**src/rtl/cen_pkg.sv**
```systemverilog
package cen_pkg;

  typedef enum logic [3:0] {
    ST_IDLE, ST_PF_RD, ST_PF_WR, ST_EN_RD,
    ST_D_CLEAN, ST_D_OFF, ST_I_OFF, ST_I_INV,
    ST_L2_INV, ST_EN_WR, ST_I_ON, ST_D_ON, ST_FIN
  } seq_st_e;

  typedef enum logic [2:0] {
    OP_D_CLEAN = 3'd0,
    OP_D_OFF   = 3'd1,
    OP_I_OFF   = 3'd2,
    OP_I_INV   = 3'd3,
    OP_L2_INV  = 3'd4,
    OP_I_ON    = 3'd5,
    OP_D_ON    = 3'd6,
    OP_NONE    = 3'd7
  } mnt_op_e;

endpackage

```
**src/rtl/cen_seq_fsm.sv**
```systemverilog
module cen_seq_fsm
  import cen_pkg::*;
#(
  parameter int FEAT_W = 32,
  parameter int PF_BIT = 24,
  parameter int EN_BIT = 22
) (
  input  logic              clk,
  input  logic              rst_n,
  input  logic              start_i,
  input  logic              d_was_on_i,
  input  logic              i_was_on_i,
  input  logic [FEAT_W-1:0] feat_rdata_i,
  input  logic              feat_ack_i,
  input  logic              mnt_ack_i,
  output seq_st_e           state_o,
  output logic              accept_o,
  output logic              fault_o
);

  seq_st_e st_q, st_d;
  logic    flt_set, flt_en, flt_d;

  assign accept_o = (st_q == ST_IDLE) && start_i;
  assign flt_set  = (st_q == ST_EN_RD) && feat_ack_i && feat_rdata_i[EN_BIT];
  assign flt_en   = accept_o || flt_set;
  assign flt_d    = flt_set;

  always_comb begin
    st_d = st_q;
    unique case (st_q)
      ST_IDLE:    if (start_i) st_d = ST_PF_RD;
      ST_PF_RD:   if (feat_ack_i) st_d = feat_rdata_i[PF_BIT] ? ST_EN_RD : ST_PF_WR;
      ST_PF_WR:   if (feat_ack_i) st_d = ST_EN_RD;
      ST_EN_RD:
        if (feat_ack_i) begin
          if (feat_rdata_i[EN_BIT]) st_d = ST_FIN;
          else if (d_was_on_i)      st_d = ST_D_CLEAN;
          else if (i_was_on_i)      st_d = ST_I_OFF;
          else                      st_d = ST_L2_INV;
        end
      ST_D_CLEAN: if (mnt_ack_i) st_d = ST_D_OFF;
      ST_D_OFF:   if (mnt_ack_i) st_d = i_was_on_i ? ST_I_OFF : ST_L2_INV;
      ST_I_OFF:   if (mnt_ack_i) st_d = ST_I_INV;
      ST_I_INV:   if (mnt_ack_i) st_d = ST_L2_INV;
      ST_L2_INV:  if (mnt_ack_i) st_d = ST_EN_WR;
      ST_EN_WR:
        if (feat_ack_i) begin
          if (i_was_on_i)      st_d = ST_I_ON;
          else if (d_was_on_i) st_d = ST_D_ON;
          else                 st_d = ST_FIN;
        end
      ST_I_ON:    if (mnt_ack_i) st_d = d_was_on_i ? ST_D_ON : ST_FIN;
      ST_D_ON:    if (mnt_ack_i) st_d = ST_FIN;
      ST_FIN:     st_d = ST_IDLE;
      default:    st_d = ST_IDLE;
    endcase
  end

  always_ff @(posedge clk or negedge rst_n) begin
    if (!rst_n) st_q <= ST_IDLE;
    else        st_q <= st_d;
  end

  always_ff @(posedge clk or negedge rst_n) begin
    if (!rst_n)      fault_o <= 1'b0;
    else if (flt_en) fault_o <= flt_d;
  end

  assign state_o = st_q;

  // the first read step is only entered from idle
  a_r2_entry_from_idle: assert property (@(posedge clk) disable iff (!rst_n)
    (st_q == ST_PF_RD && $past(st_q) != ST_PF_RD) |-> $past(st_q) == ST_IDLE);

  // a fault is raised only while heading for the finish state
  a_r4_fault_to_fin: assert property (@(posedge clk) disable iff (!rst_n)
    $rose(fault_o) |-> st_q == ST_FIN);

  // the enable write is reached only through the L2 invalidate
  a_r7_l2_before_en: assert property (@(posedge clk) disable iff (!rst_n)
    (st_q == ST_EN_WR && $past(st_q) != ST_EN_WR) |-> $past(st_q) == ST_L2_INV);

endmodule

```
**src/rtl/cen_snap.sv**
```systemverilog
module cen_snap
  import cen_pkg::*;
#(
  parameter int FEAT_W = 32
) (
  input  logic              clk,
  input  logic              rst_n,
  input  logic              accept_i,
  input  logic              l1d_on_i,
  input  logic              l1i_on_i,
  input  seq_st_e           state_i,
  input  logic              feat_ack_i,
  input  logic [FEAT_W-1:0] feat_rdata_i,
  output logic              d_was_on_o,
  output logic              i_was_on_o,
  output logic [FEAT_W-1:0] feat_val_o
);

  logic rd_cap;
  assign rd_cap = feat_ack_i && (state_i == ST_PF_RD || state_i == ST_EN_RD);

  always_ff @(posedge clk or negedge rst_n) begin
    if (!rst_n) begin
      d_was_on_o <= 1'b0;
      i_was_on_o <= 1'b0;
    end else if (accept_i) begin
      d_was_on_o <= l1d_on_i;
      i_was_on_o <= l1i_on_i;
    end
  end

  always_ff @(posedge clk or negedge rst_n) begin
    if (!rst_n)      feat_val_o <= '0;
    else if (rd_cap) feat_val_o <= feat_rdata_i;
  end

endmodule

```
**src/rtl/cen_ports.sv**
```systemverilog
module cen_ports
  import cen_pkg::*;
#(
  parameter int FEAT_W = 32,
  parameter int PF_BIT = 24,
  parameter int EN_BIT = 22
) (
  input  seq_st_e           state_i,
  input  logic [FEAT_W-1:0] feat_val_i,
  output logic              feat_req_o,
  output logic              feat_we_o,
  output logic [FEAT_W-1:0] feat_wdata_o,
  output logic              mnt_req_o,
  output mnt_op_e           mnt_op_o,
  output logic              done_o
);

  localparam logic [FEAT_W-1:0] PF_MASK = FEAT_W'(1) << PF_BIT;
  localparam logic [FEAT_W-1:0] EN_MASK = FEAT_W'(1) << EN_BIT;

  always_comb begin
    feat_req_o   = 1'b0;
    feat_we_o    = 1'b0;
    feat_wdata_o = '0;
    mnt_req_o    = 1'b1;
    mnt_op_o     = OP_NONE;
    done_o       = 1'b0;
    unique case (state_i)
      ST_PF_RD, ST_EN_RD: begin
        feat_req_o = 1'b1;
        mnt_req_o  = 1'b0;
      end
      ST_PF_WR: begin
        feat_req_o   = 1'b1;
        feat_we_o    = 1'b1;
        feat_wdata_o = feat_val_i | PF_MASK;
        mnt_req_o    = 1'b0;
      end
      ST_EN_WR: begin
        feat_req_o   = 1'b1;
        feat_we_o    = 1'b1;
        feat_wdata_o = feat_val_i | PF_MASK | EN_MASK;
        mnt_req_o    = 1'b0;
      end
      ST_D_CLEAN: mnt_op_o = OP_D_CLEAN;
      ST_D_OFF:   mnt_op_o = OP_D_OFF;
      ST_I_OFF:   mnt_op_o = OP_I_OFF;
      ST_I_INV:   mnt_op_o = OP_I_INV;
      ST_L2_INV:  mnt_op_o = OP_L2_INV;
      ST_I_ON:    mnt_op_o = OP_I_ON;
      ST_D_ON:    mnt_op_o = OP_D_ON;
      ST_FIN: begin
        done_o    = 1'b1;
        mnt_req_o = 1'b0;
      end
      default:    mnt_req_o = 1'b0;
    endcase
  end

endmodule

```
**src/rtl/cache_en_seq.sv**
```systemverilog
module cache_en_seq
  import cen_pkg::*;
#(
  parameter int FEAT_W = 32,
  parameter int PF_BIT = 24,
  parameter int EN_BIT = 22
) (
  input  logic              clk,
  input  logic              rst_n,
  input  logic              start_i,
  input  logic              l1d_on_i,
  input  logic              l1i_on_i,
  output logic              feat_req_o,
  output logic              feat_we_o,
  output logic [FEAT_W-1:0] feat_wdata_o,
  input  logic [FEAT_W-1:0] feat_rdata_i,
  input  logic              feat_ack_i,
  output logic              mnt_req_o,
  output logic [2:0]        mnt_op_o,
  input  logic              mnt_ack_i,
  output logic              done_o,
  output logic              fault_o
);

  seq_st_e           state;
  logic              accept, d_was_on, i_was_on;
  logic [FEAT_W-1:0] feat_val;
  mnt_op_e           op;

  cen_seq_fsm #(.FEAT_W(FEAT_W), .PF_BIT(PF_BIT), .EN_BIT(EN_BIT)) u_fsm (
    .clk(clk), .rst_n(rst_n), .start_i(start_i),
    .d_was_on_i(d_was_on), .i_was_on_i(i_was_on),
    .feat_rdata_i(feat_rdata_i), .feat_ack_i(feat_ack_i), .mnt_ack_i(mnt_ack_i),
    .state_o(state), .accept_o(accept), .fault_o(fault_o)
  );

  cen_snap #(.FEAT_W(FEAT_W)) u_snap (
    .clk(clk), .rst_n(rst_n), .accept_i(accept),
    .l1d_on_i(l1d_on_i), .l1i_on_i(l1i_on_i), .state_i(state),
    .feat_ack_i(feat_ack_i), .feat_rdata_i(feat_rdata_i),
    .d_was_on_o(d_was_on), .i_was_on_o(i_was_on), .feat_val_o(feat_val)
  );

  cen_ports #(.FEAT_W(FEAT_W), .PF_BIT(PF_BIT), .EN_BIT(EN_BIT)) u_ports (
    .state_i(state), .feat_val_i(feat_val),
    .feat_req_o(feat_req_o), .feat_we_o(feat_we_o), .feat_wdata_o(feat_wdata_o),
    .mnt_req_o(mnt_req_o), .mnt_op_o(op), .done_o(done_o)
  );

  assign mnt_op_o = op;

  // requests hold with stable payload until acknowledged
  a_r9_feat_hold: assert property (@(posedge clk) disable iff (!rst_n)
    (feat_req_o && !feat_ack_i) |=> (feat_req_o && $stable(feat_we_o) && $stable(feat_wdata_o)));
  a_r9_mnt_hold: assert property (@(posedge clk) disable iff (!rst_n)
    (mnt_req_o && !mnt_ack_i) |=> (mnt_req_o && $stable(mnt_op_o)));
  a_r9_one_req: assert property (@(posedge clk) disable iff (!rst_n)
    !(feat_req_o && mnt_req_o));

  // done is a single-cycle pulse
  a_r10_done_pulse: assert property (@(posedge clk) disable iff (!rst_n)
    done_o |=> !done_o);

  // every feature write carries the prefetch-disable bit
  a_r3_pf_in_write: assert property (@(posedge clk) disable iff (!rst_n)
    (feat_req_o && feat_we_o) |-> feat_wdata_o[PF_BIT]);

endmodule

```
**config.mk**
```make
export PLATFORM = sky130hd
export DESIGN_NAME = cache_en_seq
export DESIGN_NICKNAME = d
export VERILOG_FILES = /design/src/rtl/cen_pkg.sv /design/src/rtl/cen_seq_fsm.sv /design/src/rtl/cen_snap.sv /design/src/rtl/cen_ports.sv /design/src/rtl/cache_en_seq.sv
export SDC_FILE = /design/constraint.sdc
export NUM_CORES = 1
export LEC_CHECK = 0
export CORE_MARGIN = 8
export CORE_UTILIZATION = 47
export DETAILED_ROUTE_END_ITERATION = 16
export PLACE_DENSITY = 0.85
export SLEW_MARGIN = 20
export SYNTH_ARGS = -nofsm -noshare
export SYNTH_HDL_FRONTEND = slang
export SYNTH_SLANG_ARGS = --single-unit
```
**constraint.sdc**
```tcl
create_clock -name clk -period 2.9 [get_ports clk]
set_input_delay 0.87 -clock clk [delete_from_list [all_inputs] [get_ports clk]]
set_output_delay 0.87 -clock clk [all_outputs]
set_load 0.01 [all_outputs]
```
# Word level (Yosys, flattened, before mapping)
# Cells that the tools add are included.
totals:
  output_inout_bits: 40
  n_memories: 0
  in_bits: 39
  latch_bits: 0
  romBits: 0
  reg_bits: 39
  word_cells: 65
  ramBits: 0
op_classes:
  n_bitwise: 0
  order_cmp: 0
  n_addsub: 0
  n_eq_ne: 24
  n_mux: 25
  shift: 0
  n_div: 0
  n_reduce_logical: 11
  multipliers: 0
op_table:
  columns: ["cell", "n"]
  rows:
  - ["$mux 4", 16]
  - ["$pmux 32 s2", 1]
  - ["$pmux 4 s12", 1]
  - ["$ne 2x2->1 const B", 12]
  - ["$pmux 3 s7", 1]
  - ["$eq 4x4->1 const B", 5]
  - ["$eq 4x3->1 const B", 4]
  - ["$reduce_and 12->1", 1]
  - ["$eq 4x2->1 const B", 2]
  - ["$reduce_or 7->1", 1]
  - ["$mux 1", 5]
  - ["$eq 4x1->1 const B", 1]
  - ["$logic_and 1x1->1", 4]
  - ["$logic_not 4->1", 1]
  - ["$reduce_or 4->1", 1]
  - ["$mux 3", 1]
  - ["$logic_or 1x1->1", 2]
  - ["$reduce_or 2->1", 1]

# Logic depth before layout (Yosys ltp)
# Gate-level depths: netlist of the first run.
depth:
  word_depth: 5
  depth_mapped: 6

# Hierarchy
# A second synthesis of the first run with hierarchy kept.
hier_totals:
  hier_cells: 221
  hier_area_um2: 2543.7
modules_own_cells:
  columns: ["module", "area_per_inst_um2", "n_inst", "cells_per_inst", "seq_area_each_um2"]
  rows:
  - ["cen_snap", 1423.9, 1, 73, 850.8]
  - ["cen_ports", 653.1, 1, 88, 0.0]
  - ["cen_seq_fsm", 466.7, 1, 60, 125.1]

# Least setup slack after synthesis of the first run
# OpenSTA, ideal clock, no wires.
synth_timing:
  kind: "flip-flop to output port"
  start: "register u_fsm.st_q[1], in the netlist u_fsm.state_o[1]"
  end: "output port feat_wdata_o[10]"
  arrival_time_ns: 1.301
  stages_incl_launch_ff: 7
  path_slack_ns: 0.729
  t_required_ns: 2.030
  path_buffers: 2
  path_cell_list: "dfrtp_1 > buf_2 > nor2b_1 > nand2_1 > a21oi_1 > clkbuf_1 > and2_1"
synth_between:
  elab_chain_cells: 2
synth_lines:
  columns: ["item", "line", "text"]
  rows:
  - ["from (decl)", "cen_seq_fsm.sv:21", "seq_st_e st_q, st_d;"]
  - ["from (signal assigned)", "cen_seq_fsm.sv:62", "else st_q <= st_d;"]
  - ["$eq 4x4->1 / $eq 4x2->1 (equally long branches)", "cen_ports.sv:28", "unique case (state_i)"]
  - ["$pmux 32 s2 *", "cen_ports.sv:28", null]
  - ["to (decl)", "cache_en_seq.sv:15", "output logic [FEAT_W-1:0] feat_wdata_o,"]
# Every way passes the cells marked *; elsewhere a longest branch is shown, timed or not.

# Final worst setup path of the first run
layout_timing:
  start: "register u_fsm.st_q[3], in the netlist u_fsm.state_o[3]"
  end: "output port mnt_op_o[0]"
layout_between:
  elab_chain_cells: 2
layout_lines:
  columns: ["item", "line", "text"]
  rows:
  - ["$eq 4x4->1 / $eq 4x3->1 (equally long branches)", "cen_ports.sv:28", null]
  - ["$pmux 3 s7 *", "cen_ports.sv:28", null]
  - ["to (decl)", "cache_en_seq.sv:19", "output logic [2:0] mnt_op_o,"]
# Marks and branches as above.

==> results of run 1 <==
-- what timing repair did --
item                                    4_1_cts  5_1_grt
resized for setup                            23       15
endpoints found under the setup margin       30       11
setup buffers                                 0        3
pin swaps                                     0        1
cloned                                        0        1
-- path summary, 6_finish.rpt --
path                                        endpoint  cells after the start                 start
worst max-delay path                     mnt_op_o[0]                      5      u_fsm.state_o[3]
min in group asynchronous       u_snap.feat_val_o[3]                      1                 rst_n
worst min register to register  u_snap.feat_val_o[1]                      1  u_snap.feat_val_o[1]
worst max register to register      u_fsm.state_o[0]                      5      u_fsm.state_o[3]
max in group asynchronous           u_fsm.state_o[3]                      1                 rst_n
worst min-delay path            u_snap.feat_val_o[1]                      1  u_snap.feat_val_o[1]
-- power breakdown --
part	switching (mW)	internal (mW)
combinational	0.789	1.02
sequential	0.176	0.803
clock	0.181	0.191
total	1.15	2.01
-- cell type report --
type	count	area, um^2	share of cell area
inverters	3	11.3	0.00370
clock buffers	6	82.6	0.0272
repair buffers	90	905	0.298
multi-input cells	130	1010	0.333
flip-flops and latches	38	953	0.314
clock inverters	2	12.5	0.00412
well taps	52	65.1	0.0214
-- cell usage after synthesis --
master / number / area [um^2]
dfrtp_1: 38 / 951
mux2_2: 32 / 360
and2_1: 30 / 188
nor2_1: 9 / 33.8
a21oi_1: 8 / 40.0
nand2_1: 7 / 26.3
o21ai_0: 6 / 30.0
a21o_1: 5 / 37.5
buf_2: 5 / 25.0
nand2b_1: 5 / 31.3
buf_4: 4 / 30.0
nand3_1: 4 / 20.0
a31oi_1: 3 / 18.8
clkbuf_1: 3 / 11.3
inv_1: 3 / 11.3
and3b_1: 2 / 17.5
mux2_1: 2 / 22.5
a211o_1: 1 / 8.76
a211oi_1: 1 / 7.51
a211oi_2: 1 / 12.5
a221oi_1: 1 / 8.76
a22o_1: 1 / 8.76
a2bb2oi_1: 1 / 8.76
a32o_1: 1 / 10.0
a41oi_1: 1 / 8.76
and3_1: 1 / 6.26
buf_6: 1 / 11.3
nor2b_1: 1 / 6.26
nor3_2: 1 / 10.0
nor3b_1: 1 / 7.51
o21a_1: 1 / 7.51
o22a_1: 1 / 8.76
or3b_2: 1 / 8.76
or3b_4: 1 / 11.3
or4b_1: 1 / 10.0
-- routing by layer --
layer	global-route usage	routed length, um
met3	0.0460	352
met2	0.283	2860
met1	0.187	2080
met4	0.0500	68
met5	0	0
-- cell usage in the layout, fill, tap and decap left out, drive strengths merged, types with 2 or more instances in the layout --
cell	count
inv	3
dlygate4sd2	21
buf	12
a21oi	8
nor2	9
dfrtp	38
nand3	4
and3b	2
a211oi	2
dlymetal6s2s	9
o21ai	6
a31oi	3
clkdlybuf4s50	47
or3b	2
nand2b	5
mux2	34
a21o	5
nand2	7
clkbuf	7
and2	30
-- per-stage QoR --
stage,instances,total power [mW],utilization,cell area [um^2]
floorplan,184,1.98,-,2020
global placement,309,2.73,0.679,2870
detailed placement,309,2.77,0.679,2870
CTS,317,3.09,0.696,2950
global route,321,3.37,0.718,3040
finish,321,3.16,0.718,3040
-- state kept, by name, indices dropped and copies added (netlist names) --
name               cells
u_snap.d_was_on_o      1
u_snap.i_was_on_o      1
u_fsm.fault_o          1
u_snap.feat_val_o     31
u_fsm.state_o          4
-- kinds of logic (layout without fill, tap and decap cells) --
kind of cell           count (synthesis)  in the layout  share of synthesized area
buffers and inverters                 16            101                     0.0441
and+or+nand+nor                       64             64                      0.187
muxes                                 34             34                      0.190
AOI/OAI and AO/OA                     32             32                      0.107
DFF                                   38             38                      0.472
==> run summary, run 1 <==
For this design the ratio of total power to cell area is 1040 mW/mm^2. The number of antenna violations at the first check in global routing came out at 0. The maximum vdd drop is 0.527 mV.

Setup repair after global routing left no endpoint under its margin. The number of slew-limit violations in the final report was 0. The number of unique standard cell types used by synthesis is 35. The worst-path maximum fanout is 14.

The post-CTS clock slew at the launch and capture registers of the worst setup and hold paths came out at 0.07 ns. The leakage dissipation came out at 1.49 nW. The buffer cell driving the clock tree root is clkbuf_8. The largest net degree at the start of global routing came out at 39.

The antenna diode count is 0. The placer's final routability congestion estimate came out at 0.909. The data required time at the worst endpoint is 2.03 ns.

The accumulated negative setup slack came out at 0 ns. Clock tree synthesis inserted a total of 5 buffers. For this design, the CTS-stage hold fixing added 0 buffers.

The final-report setup violation count came out at 0. Each instance of the synthesized netlist takes up on average 11.0 um^2. The share of the Yosys chip area taken by registers is 0.472. The worst path buffer plus inverter count is 2.

The peak clock frequency supported by timing is 354 MHz. The final global-route overflow total is 0. The row count is 24.

Dividing the detail-routed wire length by the instance count gives 16.7 um. The area inside the core boundary is 0.00423 mm^2. The flip-flop and latch count after synthesis came out at 38. The summed instance area of the synthesized netlist came out at 0.00202 mm^2. The worst hold path belongs to the class flip-flop to flip-flop. The die extent in x came out at 81.5 um. STA classifies the critical path endpoint as an output port. The minimum setup slack after placement is 0.275 ns. The largest stage delay on the critical path came out at 0.47 ns. TritonCTS built the clock tree. The effective utilization at floorplan is 0.476. The via count of the first global-routing pass came out at 1733. The first-pass iteration count of the detailed router is 4. From synthesis to final layout, the design area changed by 50.8%. The antenna violation net count after detailed routing came out at 0. The clock insertion delay at the later pin of the skew report came out at 0.28 ns. On the final layout, the worst hold slack is 0.496 ns.

The worst setup path is launched from a flip-flop. The number of hold violations in the final report is 0. The detailed-route DRC error count is 0.

CTS saw 38 sinks. The share of post-route cells with drive strength above 1 came out at 0.234. The die boundary height is 81.5 um. The first global-routing pass estimated 8430 um of wire. The count of maximum capacitance violations is 0. The total wirelength of the detailed-routed design came out at 5360 um.

The ratio of routed vias to standard cells is 5.27. In the global route stage, overall resource usage came out at 0.162. The die covers 0.00664 mm^2.

The type of the worst setup path is flip-flop to output port. Input and output buffers added on the ports amount to 78. The worst-case setup margin in the final layout is 0.0769 ns. The data arrival time of the critical path is 1.95 ns.

In this run the number of H-tree levels came out at 2. The period utilization came out at 0.973. Traced cell by cell, the critical path runs through buf_4, nand2b_2, o21a_1, o22a_1, clkdlybuf4s50_1. The actual transition at the worst max-transition pin came out at 0.831 ns. The run finished with clean final reports. The vias after detailed routing came out at 1693.

The number of top-level design ports came out at 79. The gate count of the mapped netlist came out at 184. The cell family with the largest share of critical-path delay is buffers and inverters.

The time the final worst path needs with I/O delays and setup came out at 2.82 ns. The worst max-slew margin expressed relative to the limit is 0.446. The Yosys step of the flow raised 0 warnings. The number of nets in the synthesized netlist came out at 223. For this design, the slowest cell found on the critical path is clkdlybuf4s50_1. The worst clock skew came out at 0.00443 ns.

The post-DP HPWL came out at 3960 um. For this run, the post-layout net count is 307. Counting along the longest clock path gives a buffer depth of 2. The reg-to-reg setup timing slack came out at 1.12 ns. The violation count after the first detailed-route iteration came out at 86. Counting the fill cells in the layout gives 318.
Note: power is estimated with default switching activity, not from simulation.
==> run 2, diff against run 1 <==
CORE_ASPECT_RATIO = 1.4   (was not set)
==> run 2 against run 1 <==
Via count increased by 1.7%. Worst setup slack got worse by 0.015 ns. Hold slack got worse by 0.0039 ns. Clock power increased by 23%. First-iteration DRC count increased by 110%. Sequential share of layout area decreased by 1.0 points. Register-to-register slack got worse by 0.11 ns. Sequential cell count unchanged. Clock skew about the same. Power increased by 6.8%. Wire length increased by 9.9%. Largest power group unchanged. Highest routed layer unchanged.
==> run summary, run 2 (same netlist as run 1, synthesis figures left out) <==
The worst max-slew margin expressed relative to the limit is 0.426 (-0.0198). The number of buffer cells added on primary ports came out at 78 (unchanged). The maximum level of the CTS H-tree is 2 (unchanged).

The data required time at the worst endpoint came out at 2.03 ns (about the same). The number of buffers on the longest clock path came out at 2 (unchanged). The worst clock skew came out at 0.00406 ns (-0.000376 ns).

The first-pass iteration count of the detailed router is 4 (unchanged). The total area of multi-input combinational cells came to 0.00100 mm^2 (-0.74%). The violation count after the first detailed-route iteration is 179 (+110%). The area of all placed cells without fillers came out at 0.00314 mm^2 (+3.3%).

The die extent in x came to 71.3 um (-12%). The power density normalized to cell area is 1070 mW/mm^2 (+3.4%). The ratio of routed vias to standard cells came out at 5.40 (+2.4%). The area inside the core boundary is 0.00417 mm^2 (-1.5%).

The number of hold violations in the final report came out at 0 (unchanged). The total routing resource utilization after global routing is 0.167 (+0.00544). The die boundary height is 93.5 um (+15%).

The detailed-route DRC error count is 0 (unchanged). The time the final worst path needs with I/O delays and setup was 2.84 ns (+0.0151 ns). The number of flip-flops in the largest register came out at 31 (unchanged). The first-pass GRT wire length was 8800 um (+4.4%). The number of slew-limit violations in the final report came out at 0 (unchanged).

The maximum vdd drop came out at 0.541 mV (+2.6%). The peak clock frequency supported by timing is 352 MHz (-0.53%). The library cell used most frequently in the layout, excluding fill and tap cells, is clkdlybuf4s50_1.

The root buffer cell chosen for the clock tree is clkbuf_8. The antenna diode count is 0 (unchanged). The top cell types in the final layout, fill and taps aside, are clkdlybuf4s50_1, dfrtp_1, mux2_2. The fill cell total of the finished layout was 303 (-4.7%). The number of top-level design ports came out at 79 (unchanged). The post-CTS clock slew at the launch and capture registers of the worst setup and hold paths came out at 0.08 ns (about the same). The number of nets at the end of the flow came out at 313 (+2.0%). The register with the most flip-flops in the final layout is u_snap.feat_val_o. The worst-path maximum fanout was 6 (-8). The accumulated negative setup slack was 0 ns (unchanged). The post-route core utilization came out at 0.753 (+0.0352). The via count of the first global-routing pass is 1732 (-0.058%). The final-report setup violation count came out at 0 (unchanged). The routed wire length on met3 came out at 326 um (-7.4%).

In this run the worst hold path is classified as flip-flop to flip-flop. TritonCTS built the clock tree. The post-DP HPWL is 3920 um (-0.98%). The total die area came out at 0.00667 mm^2 (+0.44%). The antenna violation net count after detailed routing was 0 (unchanged). The period utilization is 0.979 (+0.00522). The data arrival time of the critical path came out at 1.97 ns (+0.02 ns). The largest net degree at the start of global routing is 39 (unchanged). The actual transition at the worst max-transition pin is 0.861 ns (+0.0296 ns). The met1 wire length is 2160 um (+3.9%). The share of post-route cells with drive strength above 1 came to 0.241 (+0.00668). The number of buffers inserted during clock tree synthesis came out at 5 (unchanged).

The area of all sequential standard cells is 952 um^2 (-0.13%). The flow ran to the end, and the final reports show no timing, DRC or antenna violations. The total placed cells including tap cells came out at 301 (-2.6%).

The effective utilization at floorplan came out at 0.483 (+0.00743). The sink count of the clock tree was 38 (unchanged). The total wirelength of the detailed-routed design was 5900 um (+9.9%). The critical path is of the flip-flop to output port type.

The placer's final routability congestion estimate is 0.876 (-3.6%). The number of buffers added to fix hold violations after cts came out at 0 (unchanged). The row count was 28 (+17%). The clock insertion delay at the later pin of the skew report is 0.29 ns (about the same). Routed signal wires occupy layers up through met4. The number of antenna violations at the first check in global routing is 0 (unchanged). The area after detailed placement came out at 0.00286 mm^2 (-0.57%). The detail-routed net length per standard cell is 18.5 um (+11%).

The count of maximum capacitance violations is 0 (unchanged). The final global-route overflow total came out at 0 (unchanged). The post-route non-filler standard cell count came to 319 (-0.62%). Relative to the synthesized area, the layout overhead comes to 55.8%. The met2 wirelength from detailed routing came out at 3220 um (+13%). The leakage dissipation came out at 1.70 nW (+14%). The vias after detailed routing came to 1722 (+1.7%).

STA classifies the critical path startpoint as a flip-flop. The total power draw came out at 3.37 mW (+6.8%). STA classifies the critical path endpoint as an output port.
## run 2: cell count changes in the layout (fill, tap and decap cells not counted), moves of 2 or more
cell            change
dlygate4sd2_1      -12
buf_4               +4
buf_6               +2
dlymetal6s2s_1     +13
## run 2: worst paths after layout
check	startpoint	to	slack [ns]	cells after the start
min in group asynchronous	rst_n	u_snap.feat_val_o[1]	0.68	1
max in group asynchronous	rst_n	u_fsm.state_o[2]	1.61	1
max reg2reg	u_fsm.state_o[0]	u_fsm.state_o[0]	1.01	6
min	u_fsm.fault_o	u_fsm.fault_o	0.49	1
min reg2reg	u_fsm.fault_o	u_fsm.fault_o	0.49	1
max	u_fsm.state_o[1]	done_o	0.06	5
## run 2: area by class of cell
type | count | area share
Timing Repair Buffer | 96 | 0.320
Sequential cell | 38 | 0.303
Inverter | 3 | 0.00359
Tap cell | 45 | 0.0179
Clock buffer | 6 | 0.0263
Multi-Input combinational cell | 130 | 0.320
Clock inverter | 1 | 0.00956
## run 2: power by group
part | internal [mW] | leakage [nW] | total (mW) | switching, mW
Combinational | 1.11 | 1.19 | 1.94 | 0.830
Clock | 0.275 | 0.0573 | 0.459 | 0.184
Sequential | 0.802 | 0.450 | 0.976 | 0.174
## run 2: critical path, cell delays in order, from the launching register on
cell and delay, ns:
dfrtp_1 0.43, buf_6 0.15, buf_4 0.13, nor2_1 0.24, and3_1 0.19, clkdlybuf4s50_1 0.53
## run 2: per-stage QoR
| stage | hold WS, ns | worst slack [ns] |
|---|---|---|
| final | 0.492 | 0.0618 |
| after global routing | 0.510 | -0.00301 |
| after CTS | 0.497 | 0.00159 |
| after detailed placement | 0.480 | 0.229 |
| after global placement | 0.466 | 0.221 |
| after floorplan | 0.449 | 0.729 |
## run 2: timing repair
action	in CTS	in global routing
buffers inserted	2	8
resized for setup	11	27
gates cloned	0	1
pin swaps	0	1
endpoints found under the setup margin	30	23
## run 2: layer usage
layer  vias up  GRT usage
met4         0     0.0854
li1        818          -
met1       827      0.171
met3        15     0.0450
met5         -          0
met2        62      0.303
